$ cat config.mk
export PLATFORM = sky130hd
export DESIGN_NAME = bod_reset_ctrl
export DESIGN_NICKNAME = d
export VERILOG_FILES = /design/src/rtl/bod_pkg.sv /design/src/rtl/bod_sync.sv /design/src/rtl/bod_persist.sv /design/src/rtl/bod_reset_ctrl.sv
export SDC_FILE = /design/constraint.sdc
export NUM_CORES = 1
export LEC_CHECK = 0
export ABC_AREA = 1
export ABC_CLOCK_PERIOD_IN_PS = 2400
export CAP_MARGIN = 15
export CORE_ASPECT_RATIO = 1.2
export CORE_MARGIN = 2
export CORE_UTILIZATION = 41
export CTS_CLUSTER_SIZE = 24
export DETAILED_ROUTE_END_ITERATION = 10
export DONT_BUFFER_PORTS = 1
export SLEW_MARGIN = 20
export SYNTH_ARGS = -nofsm -noshare
export SYNTH_HDL_FRONTEND = slang
export SYNTH_SLANG_ARGS = --single-unit
export TNS_END_PERCENT = 20
$ cat constraint.sdc
create_clock -name clk -period 2.4 [get_ports clk]
set_input_delay 0.48 -clock clk [delete_from_list [all_inputs] [get_ports clk]]
set_output_delay 0.48 -clock clk [all_outputs]
set_load 0.1 [all_outputs]
$ cat src/rtl/bod_pkg.sv
package bod_pkg;

    typedef enum logic [1:0] {
        DET_OFF    = 2'd0,
        DET_BLANK  = 2'd1,
        DET_ACTIVE = 2'd2
    } det_state_e;

    localparam int unsigned STS_EN     = 0;
    localparam int unsigned STS_ACTIVE = 1;
    localparam int unsigned STS_STICKY = 2;
    localparam int unsigned STS_W      = 3;

    localparam int unsigned WR_EN_BIT  = 0;
    localparam int unsigned WR_CLR_BIT = 1;
    localparam int unsigned WR_W       = 2;

endpackage

$ cat src/rtl/bod_sync.sv
module bod_sync #(
    parameter int unsigned W       = 1,
    parameter logic        RST_VAL = 1'b1
) (
    input  logic         clk,
    input  logic         arst_n,
    input  logic [W-1:0] d_i,
    output logic [W-1:0] q_o
);
    logic [W-1:0] s1_q, s1_d;
    logic [W-1:0] s2_q, s2_d;

    always_comb begin
        s1_d = d_i;
        s2_d = s1_q;
    end

    always_ff @(posedge clk or negedge arst_n) begin
        if (!arst_n) begin
            s1_q <= {W{RST_VAL}};
            s2_q <= {W{RST_VAL}};
        end else begin
            s1_q <= s1_d;
            s2_q <= s2_d;
        end
    end

    assign q_o = s2_q;
endmodule

$ cat src/rtl/bod_persist.sv
module bod_persist #(
    parameter int unsigned LIMIT = 8
) (
    input  logic clk,
    input  logic arst_n,
    input  logic en_i,
    input  logic lvl_i,
    output logic fire_o
);
    localparam int unsigned CW = (LIMIT < 1) ? 1 : $clog2(LIMIT + 1);
    localparam logic [CW-1:0] LIM = CW'(LIMIT);

    logic [CW-1:0] cnt_q, cnt_d;

    always_comb begin
        cnt_d = '0;
        if (en_i && lvl_i) begin
            cnt_d = (cnt_q == LIM) ? cnt_q : cnt_q + 1'b1;
        end
    end

    always_ff @(posedge clk or negedge arst_n) begin
        if (!arst_n) cnt_q <= '0;
        else         cnt_q <= cnt_d;
    end

    assign fire_o = en_i && lvl_i && (cnt_q == LIM);


    no_overflow_chk: assert property (@(posedge clk) disable iff (!arst_n)
        cnt_q <= LIM);


    clear_on_gap_chk: assert property (@(posedge clk) disable iff (!arst_n)
        !(en_i && lvl_i) |=> cnt_q == '0);
endmodule

$ cat src/rtl/bod_reset_ctrl.sv
module bod_reset_ctrl
    import bod_pkg::*;
#(
    parameter int unsigned ASSERT_CYC = 8,
    parameter int unsigned ACT_CYC    = 12,
    parameter int unsigned ENA_CYC    = 5,
    parameter int unsigned POR_CYC    = 4
) (
    input  logic              clk,
    input  logic              arst_n,
    input  logic              vdd_low_i,
    input  logic              por_low_i,
    input  logic              wr_en_i,
    input  logic [WR_W-1:0]   wr_data_i,
    output logic              bod_n_o,
    output logic              rst_n_o,
    output logic [STS_W-1:0]  status_o
);
    localparam int unsigned BMAX = (ACT_CYC > ENA_CYC) ? ACT_CYC : ENA_CYC;
    localparam int unsigned BW   = (BMAX < 2) ? 1 : $clog2(BMAX);
    localparam logic [BW-1:0] ACT_LAST = BW'(ACT_CYC - 1);
    localparam logic [BW-1:0] ENA_LAST = BW'(ENA_CYC - 1);

    typedef struct packed {
        logic          rst;
        logic          bod;
        logic          en;
        logic          ben;
        logic          sticky;
        det_state_e    st;
        logic [BW-1:0] bcnt;
    } ctl_t;

    ctl_t q, d;
    logic low_s, por_s;
    logic flt_fire, por_fire;
    logic [BW-1:0] lim;

    bod_sync #(.W(2), .RST_VAL(1'b1)) u_sync (
        .clk    (clk),
        .arst_n (arst_n),
        .d_i    ({por_low_i, vdd_low_i}),
        .q_o    ({por_s, low_s})
    );

    bod_persist #(.LIMIT(ASSERT_CYC)) u_filter (
        .clk    (clk),
        .arst_n (arst_n),
        .en_i   (!q.rst && (q.st == DET_ACTIVE)),
        .lvl_i  (low_s),
        .fire_o (flt_fire)
    );

    bod_persist #(.LIMIT(POR_CYC - 1)) u_por (
        .clk    (clk),
        .arst_n (arst_n),
        .en_i   (!q.rst),
        .lvl_i  (por_s),
        .fire_o (por_fire)
    );

    always_comb begin
        d   = q;
        lim = q.ben ? ENA_LAST : ACT_LAST;
        if (q.rst) begin
            d.rst  = low_s || por_s;
            d.bod  = 1'b0;
            d.en   = 1'b1;
            d.ben  = 1'b0;
            d.st   = DET_BLANK;
            d.bcnt = '0;
        end else begin
            d.bod = flt_fire;
            if (flt_fire || por_fire) begin
                d.rst  = 1'b1;
                d.en   = 1'b1;
                d.ben  = 1'b0;
                d.st   = DET_BLANK;
                d.bcnt = '0;
            end else begin
                if (q.st == DET_BLANK) begin
                    if (q.bcnt == lim) begin
                        d.st   = DET_ACTIVE;
                        d.bcnt = '0;
                    end else begin
                        d.bcnt = q.bcnt + 1'b1;
                    end
                end
                if (wr_en_i && !wr_data_i[WR_EN_BIT] && q.en) begin
                    d.en   = 1'b0;
                    d.st   = DET_OFF;
                    d.bcnt = '0;
                end else if (wr_en_i && wr_data_i[WR_EN_BIT] && !q.en) begin
                    d.en   = 1'b1;
                    d.ben  = 1'b1;
                    d.st   = DET_BLANK;
                    d.bcnt = '0;
                end
            end
        end
        if (!q.rst && flt_fire)                  d.sticky = 1'b1;
        else if (wr_en_i && wr_data_i[WR_CLR_BIT]) d.sticky = 1'b0;
    end

    always_ff @(posedge clk or negedge arst_n) begin
        if (!arst_n) begin
            q.rst    <= 1'b1;
            q.bod    <= 1'b0;
            q.en     <= 1'b1;
            q.ben    <= 1'b0;
            q.sticky <= 1'b0;
            q.st     <= DET_BLANK;
            q.bcnt   <= '0;
        end else begin
            q <= d;
        end
    end

    assign bod_n_o  = !q.bod;
    assign rst_n_o  = !q.rst;
    assign status_o = {q.sticky, (q.st == DET_ACTIVE), q.en};


    bod_implies_rst_chk: assert property (@(posedge clk) disable iff (!arst_n)
        !bod_n_o |-> !rst_n_o);


    bod_single_pulse_chk: assert property (@(posedge clk) disable iff (!arst_n)
        !bod_n_o |=> bod_n_o);


    bod_needs_low_chk: assert property (@(posedge clk) disable iff (!arst_n)
        $fell(bod_n_o) |-> $past(low_s));


    release_when_safe_chk: assert property (@(posedge clk) disable iff (!arst_n)
        $rose(rst_n_o) |-> $past(!low_s && !por_s));


    reset_forces_en_chk: assert property (@(posedge clk) disable iff (!arst_n)
        !rst_n_o |=> status_o[STS_EN]);


    active_out_of_reset_chk: assert property (@(posedge clk) disable iff (!arst_n)
        status_o[STS_ACTIVE] |-> rst_n_o);


    inactive_bod_high_chk: assert property (@(posedge clk) disable iff (!arst_n)
        !status_o[STS_ACTIVE] |=> bod_n_o);


    off_not_active_chk: assert property (@(posedge clk) disable iff (!arst_n)
        !status_o[STS_EN] |-> !status_o[STS_ACTIVE]);
endmodule

After elaboration in Yosys (flattened, before gate mapping)
Index checks and enable logic that the tools add are counted.
{"block": "classes", "add_sub_neg": 3, "n_eq_ne": 8, "n_mux": 20, "reduce_logical": 24}
{"cell": "6-bit 2-to-1 mux", "count": 5}
{"cell": "4-bit 2-to-1 mux", "count": 5}
{"cell": "1-bit logical AND", "count": 11}
{"cell": "2-bit 2-to-1 mux", "count": 5}
{"cell": "5-bit nonzero test", "count": 2}
{"cell": "4-bit by 1-bit adder with 4-bit output (second input constant)", "count": 2}
{"cell": "1-bit 2-to-1 mux", "count": 5}
{"cell": "2-bit == test (second input constant)", "count": 2}
{"cell": "4-bit == test", "count": 1}
{"cell": "4-bit == test (second input constant)", "count": 1}
{"cell": "1-bit zero test", "count": 4}
{"cell": "2-bit != test (second input constant)", "count": 2}
{"cell": "2-bit AND reduction", "count": 2}
{"cell": "4-bit nonzero test", "count": 1}
{"cell": "3-bit != test (second input constant)", "count": 1}
{"cell": "3-bit nonzero test", "count": 1}
{"cell": "2-bit by 1-bit adder with 2-bit output (second input constant)", "count": 1}
{"cell": "2-bit by 1-bit == test with 1-bit output (second input constant)", "count": 1}
{"cell": "1-bit logical OR", "count": 2}
{"cell": "2-bit nonzero test", "count": 1}
{"block": "word_totals", "reg_bits": 21, "input_bits": 7, "output_inout_bits": 5, "elab_cells": 66}

Logic depth before layout (Yosys ltp)
{"block": "logic_depth", "depth_word": 8, "ltp_mapped": 9, "ltp_nobuf": 9}

By module
From an unflattened synthesis, not the netlist that was laid out.
{"block": "unflattened", "hier_cells": 121, "hier_area_um2": 1058.5}
{"module": "bod_reset_ctrl", "instances": 1, "cells_per_inst": 72, "area_each_um2": 605.6, "seq_area_each_um2": 279.0}
{"module": "bod_persist at u_filter", "instances": 1, "cells_per_inst": 31, "area_each_um2": 236.5, "seq_area_each_um2": 100.1}
{"module": "bod_persist at u_por", "instances": 1, "cells_per_inst": 14, "area_each_um2": 111.4, "seq_area_each_um2": 50.0}
{"module": "bod_sync", "instances": 1, "cells_per_inst": 4, "area_each_um2": 105.1, "seq_area_each_um2": 105.1}

Least setup slack after synthesis
No wires, ideal clock.
{"block": "synth_path", "path_kind": "reg2out", "startpoint": "reg q[4] in the netlist's numbering", "endpoint": "out status_o[1]", "t_arrival_ps": 1067, "t_required_ps": 1920, "setup_slack_ps": 853, "stages_incl_launch_ff": 4, "path_buffers": 0, "path_cell_list": "dfstp_2 > inv_2 > nand2_2 > inv_1"}
{"block": "synth_via", "elab_chain_len": 1}
{"element": "from (decl)", "line_no": "bod_reset_ctrl.sv:34", "rtl": "ctl_t q, d;"}
{"element": "2-bit == test", "line_no": "bod_reset_ctrl.sv:121", "rtl": "assign status_o = {q.sticky, (q.st == DET_ACTIVE), q.en};"}
{"element": "to (decl)", "line_no": "bod_reset_ctrl.sv:17", "rtl": "output logic [STS_W-1:0] status_o"}
No other way between the ends.

Worst setup path after layout
Same ends and word-level chain as after synthesis.

==> implementation parameters <==
Parameter                              Value

Timing
  Final-layout setup total negative slack    0 ps
  Transition at the pin with the smallest max-transition slack    954.8 ps
  Unrepaired setup endpoints after global routing    false
  Setup clock skew after layout    2.775 ps
  Worst slew margin    36.14%
  Achievable clock frequency    565.5 MHz
  Post-route fraction of the period consumed by the critical path    73.69%
  Worst slack on hold paths    161.5 ps
  Clock period minus worst slack    1768 ps
  Count of final hold-check violations    0
  Number of setup violations in the final report    0
  Final Max Slew Viols    0

Placement
  PortBufs    0
  Post-DP Area    1096 um^2
  HPWL after detailed placement    1313 um
  Cell total after placement    149
  RD Place Congestion    0.8042

Yosys
  Seq cells post-synth    21
  Synth Warn #    0
  Post-synth EDFFs    0
  Most used flip-flop cell after synthesis    sky130_fd_sc_hd__dfrtp_1
  Number of nets in the synthesized netlist    125
  Fraction of the yosys area taken by sequential cells    51.38%
  Combined area of all synthesized cells    1040 um^2
  Synthesized area per cell    9.121 um^2
  Number of distinct library cells after synthesis    23
  Instance count of the mapped netlist    114
  Fraction of registers with async set or reset after synthesis    100.0%

Clocking
  Number of levels in the clock H-tree    1
  # clock sinks    21
  CTS tree    done
  Master cell of the clock root buffer    sky130_fd_sc_hd__clkbuf_4
  Number of buffers added for setup after CTS    0
  Clock latency reported for the late side of the worst-skew pair    300 ps
  Num CTS Buffers    3
  Number of buffers on the longest clock path    2
  Clk pin slew, worst setup/hold paths    120 ps

Global route
  Pin count of the biggest net entering global routing    22
  Wire length of the first global-routing pass    3022 um
  Number of antenna violations at the first check in global routing    0
  Remaining global-route overflow    0
  Global-route total usage across every layer    13.63%
  Number of global-route vias before repair    722

Finish
  Synth-to-Final Area Change    9.026%
  Antenna diodes    0
  Ratio of cells with drive above 1 in the final layout    25.62%
  Filler Cells Inserted    237
  Cell area after layout    1134 um^2
  Commonest cells after routing, fill and taps aside    18 x sky130_fd_sc_hd__nand2_1, 17 x sky130_fd_sc_hd__inv_1, 14 x sky130_fd_sc_hd__dfrtp_1, 8 x sky130_fd_sc_hd__nand3_1
  Post-Layout Cell Count    154
  Post-layout nets    133
  Commonest non-fill, non-tap cell in the layout    sky130_fd_sc_hd__nand2_1

Drt
  Total via count in the routed design    738
  Drt total wl    1683 um
  Routed len/inst    10.93 um
  DRT Pass-1 Iters    4
  Number of nets still failing antenna checks after routing    0
  Number of vias per cell    4.792
  DRC violation count after routing    0
  Initial DRC count    15

Power and ir drop
  Areal power density over the cells    957.2 nW/um^2
  Register share of total power    45.7%
  Comb power frac    38.7%
  Clock power frac    15.6%
  Leak pwr    0.5785 nW
  Switching share of power    43.05%
  Maximum ir drop on the vdd rail    0.4426 mV
  Cell Int Power    0.6179 mW
  Reported net switching power    0.4671 mW

Worst setup path
  Cell-by-cell listing of the critical path    inv_2 > nand2_2 > inv_1 > buf_4
  Reg2reg path depth    7
  End of the worst register-to-register path    status_o[0]
  Sum of buffers and inverters on the critical path    3
  Stages on the worst setup path    4
  Critical path class    reg2out
  Cell at the slowest stage of the critical path    sky130_fd_sc_hd__dfstp_2
  Setup crit start kind    flop
  Largest delay contributor family on the critical path    flip-flops
  Arrival time worst endpoint    1290 ps
  CP peak stage delay    580 ps
  Critical-path maximum fanout    4
  Required time reported for the critical path endpoint    1920 ps
  Worst reg2reg path startpoint    q[10]
  Capturing element of the worst setup path    status_o[1]
  Slack of the worst reg-to-reg path    840 ps
  Endpoint kind of the worst setup timing path    primary output
  Worst Setup SP    q[4]

Status
  Result of the run    finished clean

Floorplan
  Starting density of the core    41.97%
  Number of core rows    20
  Area of the die    2956 um^2
  Die width    49.97 um
  Die height    59.17 um
  Placeable core region    2477 um^2
  I/O pin total    12

Run
  Max Cap Viol    0

Hold path
  Hold Path Class    in2reg
how the worst min path moves through the flow:
| stage | to | from | depth (start not counted) | slack [ps] |
|---|---|---|---|---|
| after floorplan | q[0] | arst_n | 0 | 180 |
| after global placement | status_o[2] | arst_n | 0 | 190 |
| after detailed placement | q[9] | arst_n | 0 | 180 |
| after CTS | u_sync.s1_q[0] | vdd_low_i | 0 | 150 |
| after global routing | u_sync.s1_q[0] | vdd_low_i | 0 | 130 |
| final | u_sync.s1_q[0] | vdd_low_i | 0 | 160 |
synth_stat cells, types with 2 or more instances:
| master | n | share of area, % |
|---|---|---|
| sky130_fd_sc_hd__a21oi_1 | 6 | 2.9 |
| sky130_fd_sc_hd__a21oi_2 | 2 | 1.7 |
| sky130_fd_sc_hd__buf_4 | 2 | 1.4 |
| sky130_fd_sc_hd__dfrtp_1 | 14 | 34 |
| sky130_fd_sc_hd__dfstp_2 | 7 | 18 |
| sky130_fd_sc_hd__ha_1 | 4 | 4.8 |
| sky130_fd_sc_hd__inv_1 | 17 | 6.1 |
| sky130_fd_sc_hd__inv_2 | 6 | 2.2 |
| sky130_fd_sc_hd__nand2_1 | 18 | 6.5 |
| sky130_fd_sc_hd__nand2_4 | 2 | 2.2 |
| sky130_fd_sc_hd__nand3_1 | 8 | 3.9 |
| sky130_fd_sc_hd__nor2_1 | 7 | 2.5 |
| sky130_fd_sc_hd__nor3_1 | 2 | 0.96 |
| sky130_fd_sc_hd__o21ai_0 | 6 | 2.9 |
| sky130_fd_sc_hd__o21ai_1 | 4 | 1.9 |
| sky130_fd_sc_hd__xor2_1 | 2 | 1.7 |
kinds of logic after synthesis:
| group | after synthesis | synth area share, % |
|---|---|---|
| compound gates | 18 | 9.387 |
| xor+xnor | 3 | 2.528 |
| fa+ha+maj | 4 | 4.814 |
| buf+inv | 25 | 9.747 |
| flops | 21 | 51.38 |
| simple gates | 43 | 22.14 |
worst register-to-register path, cell delays in order, from the launching register on:
cell and delay, ps:
sky130_fd_sc_hd__dfstp_2 570, sky130_fd_sc_hd__inv_2 220, sky130_fd_sc_hd__nand2_4 150, sky130_fd_sc_hd__nor2_4 50, sky130_fd_sc_hd__nand2_4 100, sky130_fd_sc_hd__nand2_1 90
sky130_fd_sc_hd__a21oi_1 190, sky130_fd_sc_hd__o21ai_0 120
metal layers:
metal	track usage (%)	wire length (um)
met2	25.33	924
met4	7.540	17
met3	1.515	38
met1	15.15	703
met5	0	0
sequential cells by signal (all words and copies together), names as in the netlist:
register        cells
u_por.cnt_q         2
u_sync.s1_q         2
status_o            2
u_sync.q_o          2
q                   9
u_filter.cnt_q      4
what timing repair did:
action / in CTS / in global routing
endpoints found under the setup margin: 0 / 0
endpoints found under the hold margin: 21 / 0
hold buffers: 1 / 0
resized for setup: 0 / 0
per-stage QoR:
step | utilization, % | setup WS (ps) | power (mW)
6_report | 45.76 | 631.5 | 1.085
4_1_cts | 45.76 | 613.6 | 1.099
2_1_floorplan | - | 853.3 | 0.8534
3_5_place_dp | 44.24 | 842.1 | 0.9180
5_1_grt | 45.76 | 563.8 | 1.173
3_3_place_gp | 44.24 | 886.3 | 0.9057
area by class of cell:
type | count | area (um^2) | area share (%)
Timing Repair Buffer | 5 | 40.04 | 3.532
Inverter | 23 | 86.33 | 7.616
Clock inverter | 1 | 5.005 | 0.4415
Tap cell | 33 | 41.29 | 3.642
Sequential cell | 21 | 534.3 | 47.13
Multi-Input combinational cell | 68 | 404.1 | 35.65
Clock buffer | 3 | 22.52 | 1.987
power by group through the flow:
| stage | clock [mW] | sequential [mW] | combinational, mW |
|---|---|---|---|
| 6_report | 0.169 | 0.496 | 0.420 |
| 5_1_grt | 0.192 | 0.505 | 0.475 |
| 4_1_cts | 0.177 | 0.495 | 0.426 |
| 3_5_place_dp | 0 | 0.503 | 0.415 |
| 3_3_place_gp | 0 | 0.498 | 0.408 |
| 2_1_floorplan | 0 | 0.490 | 0.363 |
Note: power is estimated with default switching activity, not from simulation.
